## config.mk

```make
export PLATFORM = sky130hd
export DESIGN_NAME = bch_bm_solver
export DESIGN_NICKNAME = d
export VERILOG_FILES = /design/src/rtl/bm_pkg.sv /design/src/rtl/bm_ctrl.sv /design/src/rtl/bm_dpath.sv /design/src/rtl/bch_bm_solver.sv
export SDC_FILE = /design/constraint.sdc
export NUM_CORES = 1
export LEC_CHECK = 0
export CELL_PAD_IN_SITES_DETAIL_PLACEMENT = 1
export CELL_PAD_IN_SITES_GLOBAL_PLACEMENT = 1
export CORE_ASPECT_RATIO = 1.2
export CORE_MARGIN = 2
export CORE_UTILIZATION = 52
export DETAILED_ROUTE_END_ITERATION = 8
export PLACE_DENSITY_LB_ADDON = 0.1
export SLEW_MARGIN = 20
export SYNTH_ARGS = -nofsm -noshare
export SYNTH_HDL_FRONTEND = slang
export SYNTH_SLANG_ARGS = --single-unit
```

## constraint.sdc

```tcl
create_clock -name clk -period 29.8 [get_ports clk]
set_input_delay 5.96 -clock clk [delete_from_list [all_inputs] [get_ports clk]]
set_output_delay 5.96 -clock clk [all_outputs]
set_load 0.02 [all_outputs]
```

## src/rtl/bm_pkg.sv

```systemverilog
package bm_pkg;
  typedef struct packed {
    logic init;
    logic upd;
    logic dsc;
  } bmCtl_t;

  typedef enum logic [1:0] {S_IDLE, S_UPD, S_DSC, S_FIN} bmState_t;
endpackage

```

## src/rtl/bm_ctrl.sv

```systemverilog
module bm_ctrl
  import bm_pkg::*;
(
  input  logic   clk,
  input  logic   rstN,
  input  logic   start,
  input  logic   earlyExit,
  input  logic   lastIter,
  output bmCtl_t ctl,
  output logic   done
);
  bmState_t state, stateNxt;

  always_comb begin
    stateNxt = state;
    case (state)
      S_IDLE: if (start) stateNxt = S_UPD;
      S_UPD:  stateNxt = (earlyExit || lastIter) ? S_FIN : S_DSC;
      S_DSC:  stateNxt = S_UPD;
      default: stateNxt = S_IDLE;
    endcase
  end

  always_ff @(posedge clk or negedge rstN) begin
    if (!rstN) state <= S_IDLE;
    else       state <= stateNxt;
  end

  assign ctl.init = (state == S_IDLE) && start;
  assign ctl.upd  = (state == S_UPD);
  assign ctl.dsc  = (state == S_DSC);
  assign done     = (state == S_FIN);

  // the result strobe lasts a single cycle
  p_done_pulse_r2: assert property (@(posedge clk) disable iff (!rstN)
    done |=> !done);

  // a result only ever follows an update pass
  p_done_after_upd_r6: assert property (@(posedge clk) disable iff (!rstN)
    done |-> $past(ctl.upd));
endmodule

```

## src/rtl/bm_dpath.sv

```systemverilog
module bm_dpath
  import bm_pkg::*;
#(
  parameter int M    = 4,
  parameter int T    = 3,
  parameter int POLY = 'h13
) (
  input  logic                    clk,
  input  logic                    rstN,
  input  bmCtl_t                  ctl,
  input  logic [$clog2(T+1)-1:0]  tIn,
  input  logic [2*T*M-1:0]        synIn,
  output logic                    earlyExit,
  output logic                    lastIter,
  output logic [(T+1)*M-1:0]      sigmaOut,
  output logic [$clog2(2*T+2)-1:0] degOut
);
  localparam int NS  = 2 * T;
  localparam int NR  = T + 2;
  localparam int NC  = 2 * T + 1;
  localparam int IW  = $clog2(NR);
  localparam int SW  = $clog2(4 * T + 4) + 2;
  localparam int DOW = $clog2(2 * T + 2);
  localparam logic [M-1:0] RED = POLY[M-1:0];

  function automatic logic [M-1:0] gfMul(input logic [M-1:0] a, input logic [M-1:0] b);
    logic [M-1:0] acc, sh;
    acc = '0;
    sh  = a;
    for (int n = 0; n < M; n++) begin
      if (b[n]) acc = acc ^ sh;
      sh = sh[M-1] ? ((sh << 1) ^ RED) : (sh << 1);
    end
    return acc;
  endfunction

  function automatic logic [M-1:0] gfInv(input logic [M-1:0] a);
    logic [M-1:0] acc, sq;
    acc = {{(M-1){1'b0}}, 1'b1};
    sq  = a;
    for (int n = 1; n < M; n++) begin
      sq  = gfMul(sq, sq);
      acc = gfMul(acc, sq);
    end
    return acc;
  endfunction

  logic [M-1:0]          syn    [1:NS];
  logic [$clog2(T+1)-1:0] tReg;
  logic [IW-1:0]         iIdx, nxt, ro;
  logic signed [SW-1:0]  zCnt, thr, qv, best, diffV, newDeg, degRo;
  logic signed [SW-1:0]  rowMu  [NR];
  logic signed [SW-1:0]  rowDeg [NR];
  logic signed [SW-1:0]  rowDel [NR];
  logic [M-1:0]          rowD   [NR];
  logic [M-1:0]          rowSig [NR][NC];
  logic [M-1:0]          newSig [NC];
  logic [M-1:0]          resSig [T+1];
  logic signed [SW-1:0]  resDeg;
  logic [M-1:0]          dI, factor, dNew;
  logic                  dZero;

  assign nxt      = IW'(int'(iIdx) + 1);
  assign dI       = rowD[iIdx];
  assign dZero    = (dI == '0);
  assign lastIter = (int'(iIdx) == int'(tReg));

  // Early-exit threshold from the current degree
  always_comb begin
    qv  = SW'(int'(tReg) - int'(rowDeg[iIdx]) - 1);
    thr = qv[0] ? SW'(int'(qv) / 2 + 2) : SW'(int'(qv) / 2 + 1);
    earlyExit = ctl.upd && dZero && (zCnt + SW'(1) == thr);
  end

  // Reference row: nonzero discrepancy, strictly largest delta, first wins
  always_comb begin
    ro   = '0;
    best = -SW'(1);
    for (int j = 0; j < NR; j++) begin
      if (j < int'(iIdx) && rowD[j] != '0 && rowDel[j] > best) begin
        best = rowDel[j];
        ro   = IW'(j);
      end
    end
    diffV  = rowMu[iIdx] - rowMu[ro];
    degRo  = rowDeg[ro] + diffV;
    factor = gfMul(dI, gfInv(rowD[ro]));
    newDeg = dZero ? rowDeg[iIdx] : ((rowDeg[iIdx] > degRo) ? rowDeg[iIdx] : degRo);
    for (int k = 0; k < NC; k++) begin
      newSig[k] = rowSig[iIdx][k];
      if (!dZero) begin
        for (int s = 0; s < NC; s++) begin
          if (s + int'(diffV) == k) newSig[k] = newSig[k] ^ gfMul(factor, rowSig[ro][s]);
        end
      end
    end
  end

  // Next discrepancy from the odd syndrome 2i+1 and the fresh row
  always_comb begin
    dNew = '0;
    for (int n = 1; n <= NS; n++) begin
      if (n == 2 * int'(iIdx) + 1) dNew = dNew ^ syn[n];
      for (int k = 1; k < NC; k++) begin
        if (k <= int'(rowDeg[nxt]) && n + k == 2 * int'(iIdx) + 1)
          dNew = dNew ^ gfMul(rowSig[nxt][k], syn[n]);
      end
    end
  end

  always_ff @(posedge clk or negedge rstN) begin
    if (!rstN) begin
      tReg <= '0;
      iIdx <= '0;
      zCnt <= '0;
      resDeg <= '0;
      for (int n = 1; n <= NS; n++) syn[n] <= '0;
      for (int k = 0; k <= T; k++) resSig[k] <= '0;
      for (int r = 0; r < NR; r++) begin
        rowMu[r] <= '0; rowDeg[r] <= '0; rowDel[r] <= '0; rowD[r] <= '0;
        for (int k = 0; k < NC; k++) rowSig[r][k] <= '0;
      end
    end else if (ctl.init) begin
      tReg <= tIn;
      iIdx <= IW'(1);
      zCnt <= '0;
      for (int n = 1; n <= NS; n++) syn[n] <= synIn[(n-1)*M +: M];
      for (int r = 0; r < 2; r++) begin
        rowMu[r]  <= SW'(r - 1);
        rowDeg[r] <= '0;
        rowDel[r] <= SW'(r - 1);
        for (int k = 0; k < NC; k++) rowSig[r][k] <= (k == 0) ? M'(1) : '0;
      end
      rowD[0] <= M'(1);
      rowD[1] <= synIn[M-1:0];
    end else if (ctl.upd) begin
      if (dZero) zCnt <= zCnt + SW'(1);
      if (!earlyExit) begin
        rowMu[nxt]  <= SW'(2 * int'(iIdx));
        rowDeg[nxt] <= newDeg;
        rowDel[nxt] <= SW'(2 * int'(iIdx)) - newDeg;
        for (int k = 0; k < NC; k++) rowSig[nxt][k] <= newSig[k];
      end
      resDeg <= earlyExit ? rowDeg[iIdx] : newDeg;
      for (int k = 0; k <= T; k++)
        resSig[k] <= (k > int'(earlyExit ? rowDeg[iIdx] : newDeg)) ? '0 :
                     (earlyExit ? rowSig[iIdx][k] : newSig[k]);
    end else if (ctl.dsc) begin
      rowD[nxt] <= dNew;
      iIdx      <= nxt;
    end
  end

  always_comb begin
    for (int k = 0; k <= T; k++) sigmaOut[k*M +: M] = resSig[k];
    degOut = DOW'(resDeg);
  end

  // the divisor picked for the update is never zero
  p_ro_live_r3: assert property (@(posedge clk) disable iff (!rstN)
    (ctl.upd && !dZero) |-> (rowD[ro] != '0));

  // zero-discrepancy count never passes t
  p_cnt_bound_r7: assert property (@(posedge clk) disable iff (!rstN)
    int'(zCnt) <= int'(tReg));

  // the loop index stays within 1..t while running
  p_iter_bound_r6: assert property (@(posedge clk) disable iff (!rstN)
    (ctl.upd || ctl.dsc) |-> (iIdx != '0 && int'(iIdx) <= int'(tReg)));

  // a zero discrepancy without exit carries the degree forward
  p_zero_copy_r7: assert property (@(posedge clk) disable iff (!rstN)
    (ctl.upd && dZero && !earlyExit) |=> (rowDeg[IW'(int'(iIdx) + 1)] == $past(rowDeg[iIdx])));
endmodule

```

## src/rtl/bch_bm_solver.sv

```systemverilog
module bch_bm_solver
  import bm_pkg::*;
#(
  parameter int M    = 4,
  parameter int T    = 3,
  parameter int POLY = 'h13
) (
  input  logic                     clk,
  input  logic                     rstN,
  input  logic                     start,
  input  logic [$clog2(T+1)-1:0]   tSel,
  input  logic [2*T*M-1:0]         synIn,
  output logic [(T+1)*M-1:0]       sigmaOut,
  output logic [$clog2(2*T+2)-1:0] degOut,
  output logic                     done
);
  bmCtl_t ctl;
  logic   earlyExit, lastIter;

  bm_ctrl ctrl_i (
    .clk(clk), .rstN(rstN), .start(start),
    .earlyExit(earlyExit), .lastIter(lastIter),
    .ctl(ctl), .done(done)
  );

  bm_dpath #(.M(M), .T(T), .POLY(POLY)) dpath_i (
    .clk(clk), .rstN(rstN), .ctl(ctl), .tIn(tSel), .synIn(synIn),
    .earlyExit(earlyExit), .lastIter(lastIter),
    .sigmaOut(sigmaOut), .degOut(degOut)
  );
endmodule

```

==> impl_metrics.env, run 1 <==
export IMPL_synth_area_sq_um=27300
export IMPL_cts_tree="built"
export IMPL_ys_types=101
export IMPL_rr_worst_depth=53
export IMPL_grt_pass1_wl_um=181000
export IMPL_synth_adder_area_share_pct=2.95
export IMPL_io_pins=49
export IMPL_viasPerCell=7.03
export IMPL_synthArstFlopShare_pct=100
export IMPL_max_slew_margin_pct=19.9
export IMPL_synthCells=3562
export IMPL_yosysSeqAreaShare_pct=26.4
export IMPL_wire_per_inst_um=28.3
export IMPL_cts_buffers=36
export IMPL_cts_root_buf="clkbuf_16"
export IMPL_clockBufferDepth=3
export IMPL_die_area_sq_um=54300
export IMPL_yosys_mux_area_fraction_pct=7.76
export IMPL_period_needed_ns=16.70
export IMPL_crit_arrival_ns=17.12
export IMPL_status="completed"
export IMPL_min_to="dpath_i.sigmaOut[4]$_DFFE_PN0P_"
export IMPL_finalSetupTns_ns=0
export IMPL_fillers=6435
export IMPL_chipHeight_um=255
export IMPL_tightest_slew_ns=1.19
export IMPL_worstSetupEndpointType="flop"
export IMPL_synth_avg_cell_area_sq_um=7.66
export IMPL_max_cap_violations=0
export IMPL_vias=29400
export IMPL_hold_buffers=0
export IMPL_path_class="reg2reg"
export IMPL_grt_setup_unrepaired="false"
export IMPL_synth_nets=3653
export IMPL_crit_reg2reg_launch="dpath_i.rowD[16]$_DFFE_PN0P_"
export IMPL_cpPeakStageDelay_ns=0.86
export IMPL_cp_slowest_cell="buf_4"
export IMPL_grt_pass1_vias=30200
export IMPL_min_delay_start="dpath_i.sigmaOut[4]$_DFFE_PN0P_"
export IMPL_diodes=0
export IMPL_synth_xor_area_share_pct=12.8
export IMPL_synth_compound_area_share_pct=25.3
export IMPL_firstDrtPassIters=6
export IMPL_synth_top_flop_cell="dfrtp_1"
export IMPL_start_kind="flop"
export IMPL_crit_path_max_fanout=46
export IMPL_start_util_pct=52.9
export IMPL_coreArea_sq_um=51600
export IMPL_synth_top_family_by_area="compound AO/OA/AOI/OAI gates"
export IMPL_slew_violations=0
export IMPL_timing_rr_end="dpath_i.rowDel[5]$_DFFE_PN0P_"
export IMPL_finalWirelength_um=118000
export IMPL_synth_seq_cells=288
export IMPL_postCtsSetupBuffers=0
export IMPL_cts_resized=0
export IMPL_clkLatencyLatePin_ns=0.60
export IMPL_drcViolationCount=0
export IMPL_drive_gt1_share_pct=8.30
export IMPL_synth_edf_count=0
export IMPL_drt_antenna_violating_nets=0
export IMPL_min_path_cells=2
export IMPL_track_usage_pct=43.2
export IMPL_clkSlewWorstSetupHoldPaths_ns=0.07
export IMPL_drt_iter0_drc=3308
export IMPL_setup_viol=0
export IMPL_clock_skew_ns=0.0411
export IMPL_hpwl_um=80700
export IMPL_clock_sinks=288
export IMPL_ys_warnings_count=0
export IMPL_htree_levels=2
export IMPL_gp_congestion=0.993
export IMPL_period_share_pct=56.0
export IMPL_crit_top_cell="ha_1"
export IMPL_synth_top_area_share_pct=26.4
export IMPL_rows=91
export IMPL_min_path_type="reg2reg"
export IMPL_die_width_um=213
export IMPL_grt_max_degree=84
export IMPL_synthSimpleGateAreaFrac_pct=20.2
export IMPL_synth_area_leaders="dfrtp_1 26%, xnor2_1 9.1%, nand2_1 8.7%"
export IMPL_hold_violations=0
export IMPL_io_buffers=48
export IMPL_grt_antenna_before_repair=1
export IMPL_clock_fmax_mhz=59.9
export IMPL_grt_ovfl_total=0
export IMPL_synth_top_cell_by_area="dfrtp_1"
export IMPL_syn2layout_area_growth_pct=8.04
export IMPL_cp_required_ns=30.23
export IMPL_nets=3548
export IMPL_reg2reg_setup_slack_ns=13.10
## area by class of cell
| type | count | area, sq um | area share, % |
|---|---|---|---|
| Clock buffer | 48 | 1030 | 3.48 |
| Clock inverter | 17 | 246 | 0.836 |
| Inverter | 63 | 238 | 0.806 |
| Multi-Input combinational cell | 2956 | 18900 | 64.2 |
| Sequential cell | 288 | 7210 | 24.5 |
| Tap cell | 697 | 872 | 2.96 |
| Timing Repair Buffer | 112 | 963 | 3.27 |
## kinds of logic after synthesis
family | after synthesis
AO/OA/AOI/OAI | 1089
XOR/XNOR | 370
adder cells (fa/ha/maj) | 62
buffers and inverters | 318
flip-flops | 288
multiplexers | 193
AND/OR/NAND/NOR | 1242
## cells in the final DEF (no fill, tap or decap), drive strengths merged, types with 13 or more instances in the layout
master	synthesis	final
mux2i	102	102
and3	17	17
nor4	20	20
ha	58	58
a222oi	16	16
a22oi	120	120
a21oi	205	205
a211oi	53	53
o31ai	20	20
a31oi	28	28
clkdlybuf4s50	0	47
nand3	119	119
nand2b	40	40
nor2	230	230
o21bai	13	13
o21ai	387	387
nand2	633	633
nor3	50	50
xor2	67	67
a21o	14	14
o22ai	68	68
xnor2	287	287
a21boi	15	15
o211ai	16	16
or2	17	17
nor2b	48	48
inv	61	64
clkbuf	211	49
buf	44	64
and2	32	32
mux2	85	85
dfrtp	288	288
## Yosys cell counts (18+ instances only)
cell	count
xor2_1	67
buf_1	26
nand3_1	118
nor2b_1	48
a31oi_1	27
o21ai_0	335
nor3_1	47
and2_1	32
nor2_1	230
mux2i_1	102
clkbuf_1	211
o31ai_1	18
xnor2_1	283
a22oi_1	120
dfrtp_1	288
ha_1	58
mux2_2	83
inv_1	60
nand2_1	633
nand2b_1	40
o22ai_1	68
a21oi_1	205
o21ai_1	52
a211oi_1	50
## layer usage
metal  wire length, um  track usage (%)  up-vias  part of all wire (%)
met1             44500             51.8    14600                    38
met2             54600             70.3     1720                    46
met4              8530             28.6        2                   7.2
li1                  -                -    12500                     -
met3             10800             8.67      545                   9.1
met5                20                0        -                 0.017
## registers in the layout, summed over array words and instances, names as in the netlist, 6 cells and up
signal	count
dpath_i.syn	24
dpath_i.rowDel	30
dpath_i.sigmaOut	16
dpath_i.rowDeg	26
dpath_i.rowSig	140
dpath_i.zCnt	6
dpath_i.rowD	20
dpath_i.rowMu	16
## metrics by stage
step	util (%)	cell area (sq um)	worst slack, ns	cells	hold WS, ns
after CTS	57.1	29500	13.49	4180	0.494
final	57.2	29500	13.10	4181	0.489
after detailed placement	54.7	28200	13.83	4115	0.476
after floorplan	-	27300	16.42	3562	0.450
after global placement	54.6	28200	14.19	4114	0.462
after global routing	57.2	29500	12.14	4181	0.525
## worst max-delay path: cells and delay by family, from the launching register on
family | cells | cell delay [ns]
xor gates and xnor gates | 3 | 1.50
muxes | 4 | 1.51
AOI/OAI and AO/OA | 20 | 5.09
adders and majority gates | 8 | 2.54
DFF | 1 | 0.47
buffers and inverters | 5 | 1.45
and+or+nand+nor | 13 | 3.93
## worst max path at each step
stage	startpoint	end	slack [ns]	cells after the start
after detailed placement	dpath_i.iIdx[0]$_DFFE_PN0P_	dpath_i.rowDel[5]$_DFFE_PN0P_	13.83	55
after CTS	dpath_i.iIdx[0]$_DFFE_PN0P_	dpath_i.rowDel[5]$_DFFE_PN0P_	13.49	54
after floorplan	dpath_i.rowD[16]$_DFFE_PN0P_	dpath_i.rowDel[11]$_DFFE_PN0P_	16.42	56
after global routing	dpath_i.rowD[16]$_DFFE_PN0P_	dpath_i.rowDel[17]$_DFFE_PN0P_	12.14	52
final	dpath_i.rowD[16]$_DFFE_PN0P_	dpath_i.rowDel[5]$_DFFE_PN0P_	13.10	53
after global placement	dpath_i.rowD[16]$_DFFE_PN0P_	dpath_i.rowDel[10]$_DFFE_PN0P_	14.19	51
Power of run 1 is not shown: default switching activity piles up to over one toggle a cycle in this logic, so the estimate is an artifact.
==> run 2: changes to the inputs <==
--- a/config.mk
+++ b/config.mk
@@ -9,7 +9,7 @@
 export CELL_PAD_IN_SITES_GLOBAL_PLACEMENT = 1
 export CORE_ASPECT_RATIO = 1.2
 export CORE_MARGIN = 2
-export CORE_UTILIZATION = 52
+export CORE_UTILIZATION = 44
 export DETAILED_ROUTE_END_ITERATION = 8
 export PLACE_DENSITY_LB_ADDON = 0.1
 export SLEW_MARGIN = 20
==> constraint.sdc (replaced) <==
create_clock -name clk -period 14.2 [get_ports clk]
set_input_delay 2.84 -clock clk [delete_from_list [all_inputs] [get_ports clk]]
set_output_delay 2.84 -clock clk [all_outputs]
set_load 0.02 [all_outputs]
==> impl_metrics.env, run 2 (synthesis gave the netlist of run 1 again) <==
export IMPL_io_buffers=48
export IMPL_largest_register="dpath_i.rowSig"
export IMPL_grt_max_degree=138
export IMPL_rr_worst_depth=48
export IMPL_syn2layout_area_growth_pct=10.0
export IMPL_period_needed_ns=13.44
export IMPL_largest_reg_flops=140
export IMPL_place_ws_ns=-0.250
export IMPL_path_class="reg2reg"
export IMPL_setup_ws_ns=0.762
export IMPL_timing_rr_end="dpath_i.rowSig[28]$_DFFE_PN0P_"
export IMPL_setup_viol=0
export IMPL_diodes=0
export IMPL_grt_pass1_vias=29300
export IMPL_clkLatencyLatePin_ns=0.58
export IMPL_grt_pass1_wl_um=180000
export IMPL_drive_gt1_share_pct=9.87
export IMPL_io_pins=49
export IMPL_grt_ovfl_total=0
export IMPL_crit_top_cell="ha_1"
export IMPL_final_cells=4333
export IMPL_gp_congestion=1.00
export IMPL_chipHeight_um=277
export IMPL_mostFrequentLayoutCells="626 x nand2_1, 334 x o21ai_0, 285 x dfrtp_1, 278 x xnor2_1, 225 x nor2_1"
export IMPL_drcViolationCount=0
export IMPL_cp_required_ns=14.60
export IMPL_drt_antenna_violating_nets=0
export IMPL_hold_violations=0
export IMPL_wire_per_inst_um=27.2
export IMPL_crit_arrival_ns=13.84
export IMPL_start_util_pct=44.2
export IMPL_clkSlewWorstSetupHoldPaths_ns=0.06
export IMPL_critPathLaunch="dpath_i.rowD[16]$_DFFE_PN0P_"
export IMPL_clock_skew_ns=0.0241
export IMPL_drt_iter0_drc=2364
export IMPL_rows=100
export IMPL_fillers=7635
export IMPL_crit_path_max_fanout=27
export IMPL_clock_sinks=288
export IMPL_grt_antenna_before_repair=0
export IMPL_nets=3581
export IMPL_period_share_pct=94.6
export IMPL_worstSetupEndpointType="flop"
export IMPL_min_to="dpath_i.rowDel[5]$_DFFE_PN0P_"
export IMPL_min_path_cells=2
export IMPL_status="completed"
export IMPL_cts_tree="built"
export IMPL_finalSetupTns_ns=0
export IMPL_dp_cells=4263
export IMPL_cpPeakStageDelay_ns=0.71
export IMPL_clock_fmax_mhz=74.4
export IMPL_max_cap_violations=0
export IMPL_regArea_sq_um=7210
export IMPL_firstDrtPassIters=6
export IMPL_coreArea_sq_um=61700
export IMPL_slew_violations=0
export IMPL_htree_levels=2
export IMPL_cts_root_buf="clkbuf_16"
export IMPL_hpwl_um=82900
export IMPL_reg2reg_setup_slack_ns=0.76
export IMPL_multi_input_area_sq_um=19100
export IMPL_tightest_slew_ns=1.18
export IMPL_cts_buffers=36
export IMPL_min_path_type="reg2reg"
export IMPL_max_slew_margin_pct=20.8
export IMPL_top_regs="dpath_i.rowSig (140), dpath_i.rowDel (30), dpath_i.rowDeg (26)"
export IMPL_viasPerCell=6.50
export IMPL_clockBufferDepth=3
export IMPL_finalWirelength_um=118000
export IMPL_cp_slowest_cell="xnor3_1"
export IMPL_layout_commonest_cell="nand2_1"
export IMPL_track_usage_pct=36.3
export IMPL_die_width_um=231
export IMPL_min_delay_start="dpath_i.rowDel[5]$_DFFE_PN0P_"
export IMPL_die_area_sq_um=64000
export IMPL_start_kind="flop"
export IMPL_crit_reg2reg_launch="dpath_i.rowD[16]$_DFFE_PN0P_"
export IMPL_vias=28200
## run 2: cell count changes in the layout (fill, tap and decap cells not counted), sizes merged
cell / previous run / this run
bufinv: 4 / 3
clkbuf: 49 / 51
buf: 64 / 98
clkinv: 11 / 9
## run 2: how the worst max path moves through the flow
stage                     cells past startpoint  slack, ns                        endpoint
after detailed placement                     51      -0.25  dpath_i.rowSig[34]$_DFFE_PN0P_
final                                        48       0.76  dpath_i.rowSig[28]$_DFFE_PN0P_
after global placement                       50       0.23   dpath_i.rowSig[6]$_DFFE_PN0P_
after global routing                         57      -0.12  dpath_i.rowDel[23]$_DFFE_PN0P_
after CTS                                    51       0.01   dpath_i.rowSig[6]$_DFFE_PN0P_
after floorplan                              56       0.82  dpath_i.rowDel[11]$_DFFE_PN0P_
## run 2: metal layers
metal	GRT usage [%]	vias to the layer above	routed length (um)
met3	5.61	298	7360
met2	59.4	1030	55200
met4	17.4	0	5760
met5	0	-	0
li1	-	12500	-
met1	46.8	14300	49500
## run 2: per-stage QoR
| step | instance area, sq um | hold slack [ns] | util, % |
|---|---|---|---|
| floorplan | 27300 | 0.450 | - |
| detailed placement | 28600 | 0.480 | 46.3 |
| global placement | 28500 | 0.463 | 46.3 |
| global route | 30000 | 0.527 | 48.7 |
| CTS | 29800 | 0.494 | 48.3 |
| finish | 30000 | 0.489 | 48.7 |
## run 2: final cells by class
cell class / instances / share of cell area (%)
multi-input combinational: 2956 / 63.7
timing repair buffer: 145 / 4.10
tap: 816 / 3.40
inverter: 63 / 0.792
sequential: 288 / 24.0
clock buffer: 51 / 3.39
clock inverter: 14 / 0.625
## run 2: worst max-delay path, delay by kind of cell, from the launching register on
kind / cells / cell delay [ns]
AO/OA/AOI/OAI: 17 / 4.54
multiplexers: 3 / 1.16
buffers and inverters: 4 / 0.62
XOR/XNOR: 3 / 1.24
AND/OR/NAND/NOR: 16 / 3.80
flip-flops: 1 / 0.43
adder cells (fa/ha/maj): 5 / 1.45
## run 2: what timing repair did
| item | 4_1_cts | 5_1_grt |
|---|---|---|
| setup endpoints to repair | 116 | 181 |
| hold buffers | 0 | 0 |
| resized for setup | 6 | 32 |
| buffers inserted | 0 | 5 |
| pin swaps | 0 | 3 |
Power of run 2 is left out for the same reason.
